<file path="src/rtl/dps_pkg.sv">
package dps_pkg;
   typedef enum logic [2:0] {
      SC_IDLE,
      SC_SETTLE,
      SC_PROBE,
      SC_JUDGE,
      SC_DONE
   } scan_state_t;

   localparam logic [15:0] SEL_SEQ        = 16'hE79E;
   localparam logic [7:0]  ID_REQ         = 8'hA5;
   localparam logic [2:0]  ACK_OK         = 3'b001;
   localparam int          MIN_RESET_BITS = 50;
   localparam int          ID_W           = 32;
endpackage

</file>
<file path="src/rtl/dps_pair_cnt.sv">
module dps_pair_cnt #(
   parameter int NPINS = 8,
   parameter int IDXW  = 3
) (
   input  logic            clk,
   input  logic            rst_n,
   input  logic            load,
   input  logic            adv,
   input  logic [IDXW:0]   n,
   output logic [IDXW-1:0] c,
   output logic [IDXW-1:0] d,
   output logic            last
);
   logic [IDXW:0] c_e, nc, nd;
   logic          wrap;

   always_comb begin
      c_e = {1'b0, c};
      nd  = {1'b0, d} + 1'b1;
      if (nd == c_e) nd = nd + 1'b1;
      wrap = (nd >= n);
      nc   = c_e;
      if (wrap) begin
         nc = c_e + 1'b1;
         nd = '0;
      end
      last = wrap && (c_e == n - 1'b1);
   end

   always_ff @(posedge clk or negedge rst_n) begin
      if (!rst_n) begin
         c <= '0;
         d <= '0;
      end else if (load) begin
         c <= '0;
         d <= IDXW'(1);
      end else if (adv) begin
         c <= nc[IDXW-1:0];
         d <= nd[IDXW-1:0];
      end
   end
endmodule

</file>
<file path="src/rtl/dps_probe.sv">
module dps_probe
   import dps_pkg::*;
#(
   parameter int RESET_BITS = 56,
   parameter int IDLE_BITS  = 2
) (
   input  logic            clk,
   input  logic            rst_n,
   input  logic            go,
   input  logic            sdi,
   output logic            active,
   output logic            sclk,
   output logic            sdo_low,
   output logic            fin,
   output logic [2:0]      ack,
   output logic [ID_W-1:0] id,
   output logic            par
);
   localparam int P_SEL  = RESET_BITS;
   localparam int P_RST2 = P_SEL + 16;
   localparam int P_IDLE = P_RST2 + RESET_BITS;
   localparam int P_REQ  = P_IDLE + IDLE_BITS;
   localparam int P_TRN  = P_REQ + 8;
   localparam int P_ACK  = P_TRN + 1;
   localparam int P_DAT  = P_ACK + 3;
   localparam int P_PAR  = P_DAT + ID_W;
   localparam int P_END  = P_PAR + 2;
   localparam int BW     = $clog2(P_END + 1);

   localparam logic [BW-1:0] B_SEL  = BW'(P_SEL);
   localparam logic [BW-1:0] B_RST2 = BW'(P_RST2);
   localparam logic [BW-1:0] B_IDLE = BW'(P_IDLE);
   localparam logic [BW-1:0] B_REQ  = BW'(P_REQ);
   localparam logic [BW-1:0] B_TRN  = BW'(P_TRN);
   localparam logic [BW-1:0] B_ACK  = BW'(P_ACK);
   localparam logic [BW-1:0] B_DAT  = BW'(P_DAT);
   localparam logic [BW-1:0] B_PAR  = BW'(P_PAR);
   localparam logic [BW-1:0] B_LAST = BW'(P_END - 1);

   logic [BW-1:0] bidx;
   logic          phase;
   logic          run;
   logic          hb;
   logic [3:0]    sel_pos;
   logic [2:0]    req_pos;
   logic [1:0]    ack_pos;
   logic [4:0]    dat_pos;

   always_comb begin
      sel_pos = 4'(bidx - B_SEL);
      req_pos = 3'(bidx - B_REQ);
      ack_pos = 2'(bidx - B_ACK);
      dat_pos = 5'(bidx - B_DAT);
      hb      = 1'b1;
      if (bidx >= B_SEL && bidx < B_RST2)      hb = SEL_SEQ[sel_pos];
      else if (bidx >= B_IDLE && bidx < B_REQ) hb = 1'b0;
      else if (bidx >= B_REQ && bidx < B_TRN)  hb = ID_REQ[req_pos];
   end

   assign active  = run;
   assign sclk    = phase;
   assign sdo_low = run && (bidx < B_TRN) && !hb;

   always_ff @(posedge clk or negedge rst_n) begin
      if (!rst_n) begin
         run   <= 1'b0;
         bidx  <= '0;
         phase <= 1'b0;
         fin   <= 1'b0;
         ack   <= '0;
         id    <= '0;
         par   <= 1'b0;
      end else begin
         fin <= 1'b0;
         if (go && !run) begin
            run   <= 1'b1;
            bidx  <= '0;
            phase <= 1'b0;
            ack   <= '0;
            id    <= '0;
            par   <= 1'b0;
         end else if (run) begin
            if (!phase) begin
               phase <= 1'b1;
               if (bidx >= B_ACK && bidx < B_DAT)      ack[ack_pos] <= sdi;
               else if (bidx >= B_DAT && bidx < B_PAR) id[dat_pos]  <= sdi;
               else if (bidx == B_PAR)                 par          <= sdi;
            end else begin
               phase <= 1'b0;
               if (bidx == B_LAST) begin
                  run <= 1'b0;
                  fin <= 1'b1;
               end else begin
                  bidx <= bidx + 1'b1;
               end
            end
         end
      end
   end
endmodule

</file>
<file path="src/rtl/dps_pin_route.sv">
module dps_pin_route #(
   parameter int NPINS = 8,
   parameter int IDXW  = 3
) (
   input  logic             active,
   input  logic             sclk,
   input  logic             sdo_low,
   input  logic [IDXW-1:0]  c,
   input  logic [IDXW-1:0]  d,
   output logic [NPINS-1:0] pin_oe,
   output logic [NPINS-1:0] pin_out
);
   for (genvar p = 0; p < NPINS; p++) begin : g_pin
      logic is_c, is_d;
      assign is_c       = (c == IDXW'(p));
      assign is_d       = (d == IDXW'(p));
      assign pin_oe[p]  = active && (is_c || (is_d && sdo_low));
      assign pin_out[p] = active && is_c && sclk;
   end
endmodule

</file>
<file path="src/rtl/dbg_pair_scanner.sv">
module dbg_pair_scanner
   import dps_pkg::*;
#(
   parameter int NPINS      = 8,
   parameter int IDXW       = $clog2(NPINS),
   parameter int PCW        = 8,
   parameter int SETTLE_W   = 8,
   parameter int RESET_BITS = 56,
   parameter int IDLE_BITS  = 2
) (
   input  logic                clk,
   input  logic                rst_n,
   input  logic                start,
   input  logic [PCW-1:0]      pin_count,
   input  logic [SETTLE_W-1:0] settle_cycles,
   input  logic [NPINS-1:0]    pin_in,
   output logic [NPINS-1:0]    pin_oe,
   output logic [NPINS-1:0]    pin_out,
   output logic                done,
   output logic                found,
   output logic [IDXW-1:0]     clk_idx,
   output logic [IDXW-1:0]     dat_idx,
   output logic [ID_W-1:0]     id_value
);
   if (NPINS < 2) begin : g_bad_npins
      $error("NPINS must be at least 2");
   end
   if (IDXW != $clog2(NPINS)) begin : g_bad_idxw
      $error("IDXW must equal clog2(NPINS)");
   end
   if (PCW < IDXW + 1) begin : g_bad_pcw
      $error("PCW too narrow for NPINS");
   end
   if (RESET_BITS < MIN_RESET_BITS) begin : g_bad_reset
      $error("RESET_BITS below the line reset minimum");
   end
   if (IDLE_BITS < 1) begin : g_bad_idle
      $error("IDLE_BITS must be at least 1");
   end

   scan_state_t         state;
   logic [IDXW:0]       n_q, n_clamp;
   logic [SETTLE_W-1:0] wait_q;
   logic                go, pc_load, pc_adv, last, pass;
   logic                eng_active, eng_sclk, eng_low, eng_fin, eng_par;
   logic [2:0]          eng_ack;
   logic [ID_W-1:0]     eng_id;
   logic                sdi;

   assign n_clamp = (pin_count > PCW'(NPINS)) ? (IDXW+1)'(NPINS) : pin_count[IDXW:0];
   assign sdi     = pin_in[dat_idx];
   assign go      = (state == SC_SETTLE) && (wait_q == '0);
   assign pc_load = ((state == SC_IDLE) || (state == SC_DONE)) && start;
   assign pass    = (eng_ack == ACK_OK) && (eng_par == ^eng_id) &&
                    (eng_id != '0) && (eng_id != '1);
   assign pc_adv  = (state == SC_JUDGE) && !pass && !last;

   dps_pair_cnt #(.NPINS(NPINS), .IDXW(IDXW)) pair_i (
      .clk  (clk),
      .rst_n(rst_n),
      .load (pc_load),
      .adv  (pc_adv),
      .n    (n_q),
      .c    (clk_idx),
      .d    (dat_idx),
      .last (last)
   );

   dps_probe #(.RESET_BITS(RESET_BITS), .IDLE_BITS(IDLE_BITS)) probe_i (
      .clk    (clk),
      .rst_n  (rst_n),
      .go     (go),
      .sdi    (sdi),
      .active (eng_active),
      .sclk   (eng_sclk),
      .sdo_low(eng_low),
      .fin    (eng_fin),
      .ack    (eng_ack),
      .id     (eng_id),
      .par    (eng_par)
   );

   dps_pin_route #(.NPINS(NPINS), .IDXW(IDXW)) route_i (
      .active (eng_active),
      .sclk   (eng_sclk),
      .sdo_low(eng_low),
      .c      (clk_idx),
      .d      (dat_idx),
      .pin_oe (pin_oe),
      .pin_out(pin_out)
   );

   always_ff @(posedge clk or negedge rst_n) begin
      if (!rst_n) begin
         state    <= SC_IDLE;
         done     <= 1'b0;
         found    <= 1'b0;
         id_value <= '0;
         n_q      <= '0;
         wait_q   <= '0;
      end else begin
         case (state)
            SC_IDLE, SC_DONE: begin
               if (start) begin
                  done     <= 1'b0;
                  found    <= 1'b0;
                  id_value <= '0;
                  n_q      <= n_clamp;
                  if (n_clamp < (IDXW+1)'(2)) begin
                     state <= SC_DONE;
                     done  <= 1'b1;
                  end else begin
                     state  <= SC_SETTLE;
                     wait_q <= settle_cycles;
                  end
               end
            end
            SC_SETTLE: begin
               if (wait_q == '0) state <= SC_PROBE;
               else              wait_q <= wait_q - 1'b1;
            end
            SC_PROBE: begin
               if (eng_fin) state <= SC_JUDGE;
            end
            SC_JUDGE: begin
               if (pass) begin
                  state    <= SC_DONE;
                  done     <= 1'b1;
                  found    <= 1'b1;
                  id_value <= eng_id;
               end else if (last) begin
                  state <= SC_DONE;
                  done  <= 1'b1;
               end else begin
                  state  <= SC_SETTLE;
                  wait_q <= settle_cycles;
               end
            end
            default: state <= SC_IDLE;
         endcase
      end
   end
endmodule

</file>
<file path="config.mk">
export PLATFORM = sky130hd
export DESIGN_NAME = dbg_pair_scanner
export DESIGN_NICKNAME = d
export VERILOG_FILES = /design/src/rtl/dps_pkg.sv /design/src/rtl/dps_pair_cnt.sv /design/src/rtl/dps_probe.sv /design/src/rtl/dps_pin_route.sv /design/src/rtl/dbg_pair_scanner.sv
export SDC_FILE = /design/constraint.sdc
export NUM_CORES = 1
export LEC_CHECK = 0
export BUFFER_PORTS_ARGS = -buffer_cell sky130_fd_sc_hd__buf_2
export CAP_MARGIN = 20
export CORE_AREA = 2 2 135 169
export DETAILED_ROUTE_END_ITERATION = 12
export DIE_AREA = 0 0 137 171
export MAX_ROUTING_LAYER = met4
export SKIP_LAST_GASP = 1
export SLEW_MARGIN = 5
export SYNTH_ARGS = -nofsm -noshare
export SYNTH_HDL_FRONTEND = slang
export SYNTH_SLANG_ARGS = --single-unit
</file>
<file path="constraint.sdc">
create_clock -name clk -period 5.4 [get_ports clk]
set_input_delay 0.81 -clock clk [delete_from_list [all_inputs] [get_ports clk]]
set_output_delay 0.81 -clock clk [all_outputs]
set_load 0.005 [all_outputs]
</file>
# After elaboration in Yosys (flattened, before gate mapping)
# Memories as Yosys holds them, arrays and structs flattened.
# Cells that the tools add are included.
[totals]
ff_bits = 102
latch_bits = 0
mem_bits_rw = 0
mem_bits_ro = 24
elab_cells = 249
memories = 2
[memory_table]
columns = ["memory", "words", "word_bits", "rd", "rd_clocked_by_memory_dff", "wr", "line_no", "text"]
rows = [
  ["(name not given)", 16, 1, 1, 0, 0, "dps_probe.sv:55", "if (bidx >= B_SEL && bidx < B_RST2) hb = SEL_SEQ[sel_pos];"],
  ["(name not given)", 8, 1, 1, 0, 0, "dps_probe.sv:57", "else if (bidx >= B_REQ && bidx < B_TRN) hb = ID_REQ[req_pos];"],
]
[classes]
addsub = 10
mul = 0
div = 0
n_lt_le_gt_ge = 20
eq_ne = 38
shifts = 0
muxes = 75
bitwise = 0
n_reduce_logical = 89
[ops]
columns = ["cell", "n"]
rows = [
  ["$mux W32", 7],
  ["$mux W8", 9],
  ["$pmux W32 S2", 1],
  ["$logic_and A1 B1 Y1", 50],
  ["$mux W3", 16],
  ["$bwmux W32", 1],
  ["$ge A8 B8 Y1 const B", 4],
  ["$lt A8 B8 Y1 const B", 4],
  ["$ne A32 B32 Y1 const B", 1],
  ["$reduce_bool A32 Y1", 1],
  ["$reduce_xor A32 Y1", 1],
  ["$mux W1", 31],
  ["$eq A3 B3 Y1 const B", 9],
  ["$pmux W8 S3", 1],
  ["$eq A3 B2 Y1 const B", 6],
  ["$eq A8 B8 Y1 const B", 2],
  ["$reduce_bool A2 Y1", 8],
  ["$reduce_and A3 Y1", 5],
  ["$ne A2 B2 Y1 const B", 7],
  ["$eq A3 B1 Y1 const B", 4],
  ["$pmux W3 S4", 1],
  ["$ne A2 B1 Y1 const B", 5],
  ["$logic_not A3 Y1", 3],
  ["$logic_or A1 B1 Y1", 9],
  ["other kinds (39)", 46],
]

# Longest topological paths before layout
# Gate-level depths: netlist of the first run.
[depth]
depth_word = 11
mapped_depth = 16
depth_no_buf = 14

# Modules after synthesis
# Synthesis of the first run repeated with hierarchy kept, for this count alone.
[unflattened]
hier_cells = 730
area_unflattened_um2 = 6741.5
[modules_own_cells]
columns = ["module", "instances", "cells_per_inst", "area_per_inst_um2"]
rows = [
  ["dbg_pair_scanner", 1, 355, 3051.7],
  ["dps_probe", 1, 259, 2680.1],
  ["dps_pair_cnt", 1, 75, 710.7],
  ["dps_pin_route", 1, 41, 299.0],
]

# Least setup slack after synthesis of the first run
# No wires, ideal clock.
[synth_path]
path_kind = "register to register"
start = "register pair_i.d[0]"
end = "register pair_i.d[0]"
setup_time_ns = 0.124
arrival_time_ns = 3.788
required_ns = 5.276
slack_ns = 1.489
path_stages_with_launch = 15
synth_period_minus_slack_ns = 3.911
path_cell_list = "dfrtp_1 clkbuf_1 inv_1 ha_1 xor2_1 nor2_1 o21ai_1 o21a_1 or2_2 ha_1 a2111oi_0 a2111oi_2 or3_1 buf_2 a211o_1"
[synth_via]
elab_chain_len = 8
word_cells_on_any_way = 12
classes_between = "add/sub (2); order compare (1); eq/ne (1); mux (4); reduce/logical (4)"
[synth_lines]
columns = ["item", "line_no", "text"]
rows = [
  ["start, declared", "dps_pair_cnt.sv:11", "output logic [IDXW-1:0] d,"],
  ["start signal, assigned", "dps_pair_cnt.sv:39", "d <= nd[IDXW-1:0];"],
  ["$add A3 B1 Y4 (*)", "dps_pair_cnt.sv:19", "nd = {1'b0, d} + 1'b1;"],
  ["$add A4 B1 Y4 or $eq A4 B3 Y1 (tied branches)", "dps_pair_cnt.sv:20", "if (nd == c_e) nd = nd + 1'b1;"],
  ["$mux W4 (*)", "dps_pair_cnt.sv:20", ""],
  ["$ge A4 B4 Y1", "dps_pair_cnt.sv:21", "wrap = (nd >= n);"],
  ["$logic_and A1 B1 Y1", "dps_pair_cnt.sv:27", "last = wrap && (c_e == n - 1'b1);"],
  ["$logic_not A1 Y1", "dbg_pair_scanner.sv:56", "assign pc_adv = (state == SC_JUDGE) && !pass && !last;"],
  ["$logic_and A1 B1 Y1", "dbg_pair_scanner.sv:56", ""],
  ["$reduce_bool A2 Y1 (no source line)", "--", ""],
]
# Every way passes the cells marked *; elsewhere a longest branch is shown, timed or not. The select of a mux whose other input is x is not followed.
# A chain may end at the register's enable or synchronous reset.

# Worst setup path after layout of the first run
# Ends and elaborated chain as after synthesis.

==> results of run 1 <==
==> critical path, delay by kind of cell, from the launching register on <==
family	cells	cell delay, ns
AO/OA/AOI/OAI	5	1.47
AND/OR/NAND/NOR	3	0.88
adder cells (fa/ha/maj)	2	0.66
flip-flops	1	0.65
buffers and inverters	2	0.40
XOR/XNOR	1	0.16
==> synthesized netlist by cell type (4+ instances only) <==
cell type and instances:
dfrtp_1 102, ha_1 60, nand2_1 58, inv_1 52, mux2i_1 39, nor2_1 34, o211ai_1 33, o31ai_1 31
clkbuf_1 26, o21ai_0 22, nand3_1 19, xnor2_1 18, nor2b_1 15, a21oi_1 12, and3_1 11, nor4_1 11
nand4_1 9, nor3_1 9, xor2_1 8, a32oi_1 7, buf_2 7, nand2b_1 7, o22ai_1 5, and2_1 4
nand3b_1 4, o21a_1 4, or3_1 4
==> cell usage in the layout, fill, tap and decap left out, types with 12 or more instances in the layout <==
cell        n
xnor2_1    18
mux2i_1    38
nor2_1     34
nand2_1    58
inv_1      52
nor2b_1    15
ha_1       60
dfrtp_1   102
nand3_1    19
o21ai_0    22
o211ai_1   33
a21oi_1    12
o31ai_1    31
buf_2      81
==> sequential cells by signal, summed over array words and instances (netlist names) <==
register	cells
probe_i.id	32
pair_i.c	3
found	1
done	1
probe_i.active	1
pair_i.d	3
n_q	4
state	3
probe_i.ack	3
probe_i.par	1
probe_i.fin	1
wait_q	8
id_value	32
probe_i.sclk	1
probe_i.bidx	8
==> power by group through the flow <==
| stage | logic (uW) | registers (uW) | clock network, uW |
|---|---|---|---|
| 2_1_floorplan | 1490 | 1120 | 0 |
| 3_3_place_gp | 1890 | 1200 | 0 |
| 3_5_place_dp | 1910 | 1210 | 0 |
| 4_1_cts | 1930 | 1190 | 738 |
| 5_1_grt | 2120 | 1230 | 773 |
| 6_report | 1910 | 1190 | 724 |
==> area by class of cell <==
| cell class | instances | area, um2 | area share |
|---|---|---|---|
| multi-input combinational | 478 | 3570 | 0.479 |
| inverter | 52 | 195 | 0.0262 |
| timing repair buffer | 87 | 450 | 0.0604 |
| sequential | 102 | 2550 | 0.342 |
| clock buffer | 10 | 239 | 0.0321 |
| tap | 283 | 354 | 0.0475 |
| clock inverter | 6 | 92.6 | 0.0124 |
==> layer usage <==
metal  up-vias  share of wire
met5         -              0
met4         0          0.022
met3        24          0.034
met2        82           0.50
met1      2476           0.44
li1       2508              -
==> cells by family (layout without fill, tap and decap cells) <==
family | after synthesis | after routing
flip-flops | 102 | 102
XOR/XNOR | 29 | 29
AND/OR/NAND/NOR | 202 | 202
buffers and inverters | 87 | 155
AO/OA/AOI/OAI | 144 | 144
multiplexers | 42 | 42
adder cells (fa/ha/maj) | 61 | 61
==> path summary, 6_finish.rpt <==
check | from | end | slack, ns | cells after the start
worst min-delay path | id_value[0] | id_value[0] | 0.52 | 2
worst min register to register | id_value[0] | id_value[0] | 0.52 | 2
min in group asynchronous | rst_n | id_value[11] | 0.53 | 1
worst max-delay path | pair_i.d[0] | pair_i.d[0] | 1.08 | 13
worst max register to register | pair_i.d[0] | pair_i.d[0] | 1.08 | 13
max in group asynchronous | rst_n | pair_i.d[1] | 3.79 | 2
==> per-stage QoR <==
stage                     cell area [um2]  hold slack, ns  cells  setup WS (ns)  power, uW
final                                7450           0.519   1018           1.08       3830
after global routing                 7450           0.539   1018          0.772       4120
after CTS                            7450           0.526   1018           1.07       3850
after detailed placement             7120           0.505   1002           1.06       3120
after global placement               7120           0.509   1002           1.22       3090
after floorplan                      6450           0.469    667           1.49       2620
==> results by group, run 1 <==
Synthesis
  • Synth Area in Compound Gates: 0.158
  • FFs w/ async S/R, synth: 1.00
  • Flops & latches, synth: 102
  • Dominant cells by area after synthesis: dfrtp_1 40%, ha_1 12%, mux2i_1 6.0%, o211ai_1 3.8%, o31ai_1 3.6%
  • Sequential area share after synthesis: 0.396
  • Yosys warns: 0
  • Post-synthesis mux area share: 0.0698
  • Syn nets: 754
  • Share of the synthesized area in the top cell type: 0.396
  • Yosys top cell by area: dfrtp_1
  • Adder-Cell Fraction of Synth Area: 0.118
  • Mean post-synth cell area: 9.68 um2
  • Xor and xnor fraction of the mapped netlist area: 0.0448
  • Largest family of logic cells by synthesized area: simple AND/OR/NAND/NOR gates
  • Cell count after synthesis: 667
  • Post-Synth Simple-Gate Area: 0.161
  • Post-Syn Area: 6450 um2
  • Distinct cells, synth: 63
  • EDFF count, synth: 0
  • Post-synth top flop: dfrtp_1

Route
  • DRC violations left: 0
  • Via count: 5090
  • Routed WL per cell: 15.8 um
  • Post-route ant nets: 0
  • Starting DRT DRC Count: 378
  • Routed WL: 16.1 mm
  • TritonRoute pass-1 iters: 5
  • Avg Vias per Cell: 5.00

Timing
  • Fin Clk Skew: 0.0104 ns
  • Max-slew headroom: 0.272
  • Worst-Margin Slew: 1.09 ns
  • TNS Setup: 0 ns
  • Fin crit share: 0.800
  • Minimum clock period: 4.32 ns
  • RSZ-0062 raised after global routing: no
  • Hold Fails Final Rpt: 0
  • Slew Limit Fails: 0
  • Endpoints failing setup: 0
  • Peak Freq: 231 MHz

Critical path
  • Max FO, Critical Path: 14
  • Cell mode on critical path: ha_1
  • Crit. End Element: register
  • Worst path slowest cell: dfrtp_1
  • Critical Path AT: 4.56 ns
  • Worst setup SP type: register
  • Crit Path Class: reg2reg
  • Critical-path cell list: inv_1, ha_1, xor2_1, nor2_1, o21ai_1, o21a_1, or2_2, ha_1, a2111oi_0, a2111oi_2, buf_4, or3_1, a211o_1
  • Crit-path max cell delay: 0.65 ns
  • Worst EP required: 5.64 ns

Place
  • Hpwl dp: 11.8 mm
  • Port Buf Inserts: 82
  • GP Congestion: 0.833

Power and ir drop
  • PD cells: 514 nW/um2
  • Clock power frac: 0.189
  • Switch share: 0.411
  • Static leakage: 0.00345 uW
  • P_sw: 1570 uW
  • Internal power: 2260 uW
  • VDD IR max: 0.262 mV
  • Seq pwr share: 0.311
  • Combinational group share of total power: 0.500

Die
  • Num ports: 83
  • Chip width: 137 um
  • Starting Density: 0.294
  • Die ar.: 23400 um2
  • Die height: 171 um
  • # rows: 61
  • CORE AREA: 22000 um2

Layout
  • N_diodes: 0
  • Final core utilization: 0.339
  • Fillers: 2249
  • Layout area overhead: 15.5%
  • Fin nets: 817
  • Share of layout cells above drive strength 1: 0.159

CTS
  • Root Buffer: clkbuf_16
  • CTS tree: yes
  • Post-CTS Setup Inserts: 0
  • Clock buffer depth: 2
  • Clk sink count: 102
  • Number of hold buffers added after cts: 0
  • Clock slew at the register clock pins of the worst setup and hold paths: 0.07 ns
  • Post-CTS Resized: 0
  • H-tree Lvls: 3
  • Clk_lat worst skew: 0.36 ns
  • CTS buffer count: 9

Run
  • Max-Cap Viols: 0

Global routing
  • Vias in the first global route: 4866
  • Largest net degree at the start of global routing: 63
  • GR Layer Usage met1: 0.178
  • First-pass GRT wire length: 25.5 mm
  • Total GRT Usage: 0.141
  • Met3 Usage GRT: 0.0178
  • Grt ovf: 0
  • Met2 Use GR: 0.233
  • Grt peak-use layer: met2
  • Initial antenna violation count: 0

Worst hold path
  • Hold Crit Class: reg2reg

Status
  • Status: finished, final reports clean
Note: power is estimated with default switching activity, not from simulation.
==> run 2: changes to the inputs <==
Clock period 5.4 ns to 4.2 ns, I/O delays scaled along.
==> run 2 against run 1 <==
Net effect: via count up 0.57%; core utilization up 0.085 points; highest routed layer unchanged; global-route usage up 0.35 points; largest power group unchanged; total power up 25%; critical path depth unchanged; critical path type unchanged; worst setup slack worse by 0.73 ns; register-to-register slack worse by 0.73 ns; cell count up 0.69%; sequential share of layout area down 0.086 points; hold slack worse by 0.18 ns; die area unchanged.
==> results by group, run 2 (synthesized netlist as in run 1, its figures left out) <==
Timing
  • TNS Setup: 0 ns (unchanged)
  • Hold Fails Final Rpt: 0 (unchanged)
  • Worst-Margin Slew: 0.783 ns (was 1.09 ns)
  • Fin crit share: 0.918 (was 0.800)
  • Slew Limit Fails: 0 (unchanged)
  • Max-slew headroom: 0.478 (was 0.272)
  • Fin Clk Skew: 0.0133 ns (was 0.0104 ns)
  • RSZ-0062 raised after global routing: no (unchanged)
  • Endpoints failing setup: 0 (unchanged)
  • Peak Freq: 259 MHz (was 231 MHz)
  • Worst hold margin: 0.336 ns (was 0.519 ns)
  • Minimum clock period: 3.85 ns (was 4.32 ns)

Layout
  • Fillers: 2246 (was 2249)
  • Fin nets: 824 (was 817)
  • Fin area: 7470 um2 (was 7450 um2)
  • Leading cell type in the layout, fill and taps excluded: dfrtp_1 (unchanged)
  • Commonest non-fill, non-tap cells in the layout: 102 x dfrtp_1, 81 x buf_2, 60 x ha_1 (unchanged)
  • Regs by FF count: id_value (32), probe_i.id (32) (unchanged)
  • Layout area overhead: 15.8% (was 15.5%)
  • Share of layout cells above drive strength 1: 0.168 (was 0.159)
  • N_diodes: 0 (unchanged)

Die
  • CORE AREA: 22000 um2 (unchanged)
  • Num ports: 83 (unchanged)
  • Chip width: 137 um (unchanged)
  • Die height: 171 um (unchanged)
  • Die ar.: 23400 um2 (unchanged)
  • # rows: 61 (unchanged)
  • Starting Density: 0.294 (unchanged)

Power and ir drop
  • PD cells: 642 nW/um2 (was 514 nW/um2)
  • Static leakage: 0.00348 uW (was 0.00345 uW)
  • VDD IR max: 0.333 mV (was 0.262 mV)

Critical path
  • Crit Reg-Reg Endpoint: wait_q[3] (was pair_i.d[0])
  • Critical path buffers and inverters: 2 (unchanged)
  • Crit-path max cell delay: 0.50 ns (was 0.65 ns)
  • Worst EP required: 4.48 ns (was 5.64 ns)
  • Crit Path Class: reg2reg (unchanged)
  • Critical Path Start: pair_i.d[2] (was pair_i.d[0])
  • Crit. End Element: register (unchanged)
  • R2r setup slk: 0.35 ns (was 1.08 ns)
  • Critical Path AT: 4.13 ns (was 4.56 ns)
  • R2r startpoint: pair_i.d[2] (was pair_i.d[0])
  • Worst path slowest cell: or4b_1 (was dfrtp_1)
  • Max FO, Critical Path: 10 (was 14)
  • Worst setup SP type: register (unchanged)
  • Worst reg2reg path depth: 13 (unchanged)
  • Delay-heaviest family, CP: compound AO/OA/AOI/OAI gates (unchanged)
  • Critical-path cell list: inv_1, ha_1, xnor2_1, nor2_1, o21ai_1, o21a_1, or2_2, ha_1, a2111oi_2, a2111oi_2, buf_4, or4b_1, a32oi_1 (was inv_1, ha_1, xor2_1, nor2_1, o21ai_1, o21a_1, or2_2, ha_1, a2111oi_0, a2111oi_2, buf_4, or3_1, a211o_1)

Route
  • Starting DRT DRC Count: 369 (was 378)
  • TritonRoute pass-1 iters: 5 (unchanged)
  • Via count: 5119 (was 5090)
  • Post-route ant nets: 0 (unchanged)
  • Routed WL: 16.2 mm (was 16.1 mm)
  • Routed WL per cell: 15.9 um (was 15.8 um)
  • Avg Vias per Cell: 4.99 (was 5.00)
  • DRC violations left: 0 (unchanged)

Run
  • Max-Cap Viols: 0 (unchanged)

Global routing
  • Vias in the first global route: 4944 (was 4866)
  • Largest net degree at the start of global routing: 58 (was 63)
  • Grt ovf: 0 (unchanged)
  • Total GRT Usage: 0.145 (was 0.141)
  • Initial antenna violation count: 0 (unchanged)
  • First-pass GRT wire length: 26.2 mm (was 25.5 mm)

CTS
  • CTS tree: yes (unchanged)
  • Clock slew at the register clock pins of the worst setup and hold paths: 0.08 ns (was 0.07 ns)
  • Post-CTS Setup Inserts: 0 (unchanged)
  • H-tree Lvls: 3 (unchanged)
  • CTS buffer count: 9 (unchanged)
  • Root Buffer: clkbuf_16 (unchanged)
  • Clk sink count: 102 (unchanged)
  • Clock buffer depth: 2 (unchanged)
  • Clk_lat worst skew: 0.36 ns (about the same)

Place
  • Port Buf Inserts: 82 (unchanged)
  • GP Congestion: 0.856 (was 0.833)
  • Hpwl dp: 12.0 mm (was 11.8 mm)
  • Dpl cell area: 7180 um2 (was 7120 um2)

Worst hold path
  • Hold Crit Class: in2async (was reg2reg)

Status
  • Status: finished, final reports clean (unchanged)
[run 2: power breakdown]
part	internal, uW	switching [uW]
combinational	1150	1310
sequential	1240	274
clock	429	402
total	2810	1990
[run 2: routing by layer]
layer | track usage | up-vias | wire length [um]
li1 | - | 2542 | -
met1 | 0.180 | 2463 | 7250
met2 | 0.240 | 90 | 8120
met3 | 0.0184 | 24 | 512
met4 | 0.0542 | 0 | 371
met5 | - | - | 0
[run 2: what timing repair did]
item,4_1_cts,5_1_grt
resized for setup,0,2
hold buffers,0,0
setup endpoints to repair,0,10
[run 2: how the worst max path moves through the flow]
stage | to | cells past startpoint
3_3_place_gp | wait_q[3] | 13
6_report | wait_q[3] | 13
2_1_floorplan | pair_i.d[0] | 14
4_1_cts | wait_q[3] | 13
3_5_place_dp | wait_q[3] | 13
5_1_grt | wait_q[3] | 13
[run 2: cell type report]
class | instances | area (um2) | share of cell area
clock buffers | 10 | 239 | 0.0320
flip-flops and latches | 102 | 2550 | 0.342
multi-input cells | 478 | 3580 | 0.479
inverters | 52 | 195 | 0.0261
clock inverters | 6 | 52.6 | 0.00703
repair buffers | 94 | 503 | 0.0673
well taps | 283 | 354 | 0.0474
[run 2: metrics by stage]
step | setup slack (ns) | std cells | power (uW) | util
2_1_floorplan | 0.289 | 667 | 3360 | -
3_5_place_dp | 0.133 | 1009 | 3990 | 0.326
5_1_grt | 0.0304 | 1025 | 5190 | 0.340
3_3_place_gp | 0.224 | 1008 | 3970 | 0.326
4_1_cts | 0.106 | 1025 | 4840 | 0.340
6_report | 0.346 | 1025 | 4800 | 0.340
==> run 3: changes to the inputs <==
Settings changed: CORE_AREA 2 2 135 169 to 2 2 105 133, DIE_AREA 0 0 137 171 to 0 0 107 135, PLACE_DENSITY set to 0.69.
==> run 3 against run 2 <==
Net effect: wire length is 4.1% lower; non-clock buffer count is 4 lower; cell count is 11% lower; worst setup slack worse by 0.036 ns; flip-flop and latch count stayed put; critical path type unchanged; register-to-register slack worse by 0.04 ns; count of clock-buffer cells in the layout is 1 lower; cell area is 1.7% lower; via count is 2.1% higher; maximum frequency is 0.93% lower; total power is 1.7% higher.
==> results by group, run 3 (synthesized netlist as in run 1, its figures left out) <==
Global routing
  • Met3 Usage GRT: 0.0290 (was 0.0184)
  • Grt peak-use layer: met2 (unchanged)
  • Met2 Use GR: 0.372 (was 0.240)
  • First-pass GRT wire length: 25.9 mm (was 26.2 mm)
  • Largest net degree at the start of global routing: 75 (was 58)
  • Grt ovf: 0 (unchanged)
  • GR Layer Usage met1: 0.299 (was 0.180)
  • Vias in the first global route: 5214 (was 4944)
  • Total GRT Usage: 0.230 (was 0.145)
  • Initial antenna violation count: 0 (unchanged)

Timing
  • TNS Setup: 0 ns (unchanged)
  • Minimum clock period: 3.89 ns (was 3.85 ns)
  • Peak Freq: 257 MHz (was 259 MHz)
  • Worst-Margin Slew: 0.964 ns (was 0.783 ns)
  • Fin Clk Skew: 0.00792 ns (was 0.0133 ns)
  • Slew Limit Fails: 0 (unchanged)
  • Hold Fails Final Rpt: 0 (unchanged)
  • Endpoints failing setup: 0 (unchanged)
  • RSZ-0062 raised after global routing: no (unchanged)
  • Max-slew headroom: 0.357 (was 0.478)
  • Fin crit share: 0.926 (was 0.918)

Critical path
  • Worst path slowest cell: dfrtp_1 (was or4b_1)
  • Max FO, Critical Path: 10 (unchanged)
  • Worst setup SP type: register (unchanged)
  • Delay-heaviest family, CP: compound AO/OA/AOI/OAI gates (unchanged)
  • Crit-path max cell delay: 0.50 ns (about the same)
  • Critical-path cell list: ha_1, ha_1, xnor2_1, nor2_1, o21ai_2, o21a_1, or2_2, ha_1, a2111oi_4, a2111oi_2, buf_4, or4b_1, a32oi_1 (was inv_1, ha_1, xnor2_1, nor2_1, o21ai_1, o21a_1, or2_2, ha_1, a2111oi_2, a2111oi_2, buf_4, or4b_1, a32oi_1)
  • Cell mode on critical path: ha_1
  • Critical path buffers and inverters: 1 (was 2)
  • Worst reg2reg path depth: 13 (unchanged)
  • Worst path depth: 13 (unchanged)
  • Crit Path Class: reg2reg (unchanged)
  • Critical Path AT: 4.16 ns (was 4.13 ns)
  • Worst EP required: 4.47 ns (was 4.48 ns)
  • Crit. End Element: register (unchanged)

Layout
  • Leading cell type in the layout, fill and taps excluded: dfrtp_1 (unchanged)
  • Regs by FF count: id_value (32), probe_i.id (32) (unchanged)
  • Final core utilization: 0.560 (was 0.340)
  • Fin nets: 820 (was 824)
  • N_diodes: 0 (unchanged)
  • Fin cells: 908 (was 1025)
  • Commonest non-fill, non-tap cells in the layout: 102 x dfrtp_1, 81 x buf_2, 60 x ha_1 (unchanged)
  • Share of layout cells above drive strength 1: 0.164 (was 0.168)
  • Layout area overhead: 13.8% (was 15.8%)

Worst hold path
  • Hold Crit Class: in2async (unchanged)

Die
  • Num ports: 83 (unchanged)
  • Chip width: 107 um (was 137 um)
  • Die height: 135 um (was 171 um)
  • Die ar.: 14400 um2 (was 23400 um2)
  • CORE AREA: 13100 um2 (was 22000 um2)
  • # rows: 47 (was 61)
  • Starting Density: 0.492 (was 0.294)

Route
  • Via count: 5228 (was 5119)
  • Starting DRT DRC Count: 415 (was 369)
  • TritonRoute pass-1 iters: 5 (unchanged)
  • Post-route ant nets: 0 (unchanged)
  • DRC violations left: 0 (unchanged)
  • Routed WL per cell: 17.2 um (was 15.9 um)
  • Routed WL: 15.6 mm (was 16.2 mm)
  • Avg Vias per Cell: 5.76 (was 4.99)

Place
  • Port Buf Inserts: 82 (unchanged)
  • DP Cell Count: 892 (was 1009)
  • Hpwl dp: 11.4 mm (was 12.0 mm)
  • GP Congestion: 0.873 (was 0.856)

Status
  • Status: finished, final reports clean (unchanged)

CTS
  • CTS buffer count: 9 (unchanged)
  • Post-CTS Setup Inserts: 0 (unchanged)
  • Post-CTS Resized: 1 (was 0)
  • Root Buffer: clkbuf_16 (unchanged)
  • Clk_lat worst skew: 0.35 ns (was 0.36 ns)
  • Clock slew at the register clock pins of the worst setup and hold paths: 0.07 ns (was 0.08 ns)
  • Number of hold buffers added after cts: 0 (unchanged)
  • CTS tree: yes (unchanged)
  • H-tree Lvls: 3 (unchanged)
  • Clk sink count: 102 (unchanged)
  • Clock buffer depth: 2 (unchanged)

Run
  • Max-Cap Viols: 0 (unchanged)

Power and ir drop
  • VDD IR max: 0.537 mV (was 0.333 mV)
  • PD cells: 665 nW/um2 (was 642 nW/um2)
  • Static leakage: 0.00347 uW (was 0.00348 uW)
-- run 3: cell count changes in the layout (fill, tap and decap cells not counted) --
cell	previous run	this run
a2111oi_2	2	1
a2111oi_4	0	1
buf_4	13	8
bufinv_16	0	2
clkbuf_2	0	1
clkbuf_8	1	0
clkinv_4	3	2
inv_6	3	2
o21ai_1	2	1
o21ai_2	0	1
-- run 3: through the flow --
stage / setup slack [ns] / hold slack, ns / cell area, um2 / power (uW)
5_1_grt: 0.0306 / 0.496 / 7350 / 5260
3_5_place_dp: 0.0359 / 0.465 / 7000 / 3940
4_1_cts: 0.125 / 0.469 / 7320 / 4860
2_1_floorplan: 0.289 / 0.334 / 6450 / 3360
6_report: 0.310 / 0.414 / 7350 / 4880
3_3_place_gp: 0.239 / 0.459 / 7000 / 3850
-- run 3: path summary, 6_finish.rpt --
kind                       slack, ns        start     endpoint
max reg2reg                     0.31  pair_i.d[1]    wait_q[3]
min reg2reg                     0.47        found        found
min                             0.41        rst_n     state[1]
max                             0.31  pair_i.d[1]    wait_q[3]
max in group asynchronous       2.80        rst_n  id_value[3]
min in group clk                0.47        found        found
-- run 3: layout make-up --
| cell class | instances | area, um2 |
|---|---|---|
| Clock buffer | 9 | 225 |
| Clock inverter | 6 | 95.1 |
| Fill cell | 1128 | 5770 |
| Inverter | 52 | 195 |
| Multi-Input combinational cell | 478 | 3590 |
| Sequential cell | 102 | 2550 |
| Tap cell | 171 | 214 |
| Timing Repair Buffer | 90 | 470 |
-- run 3: report_power, final --
part	leakage, uW	switching, uW	internal, uW
clock network	0.000156	385	525
logic	0.00206	1290	1140
registers	0.00125	304	1240
-- run 3: metal layers --
metal,share of wire,vias up,routed length [um]
met5,0,-,0
met4,0.019,0,293
met3,0.027,21,420
met2,0.49,105,7690
met1,0.46,2572,7190
li1,-,2530,-
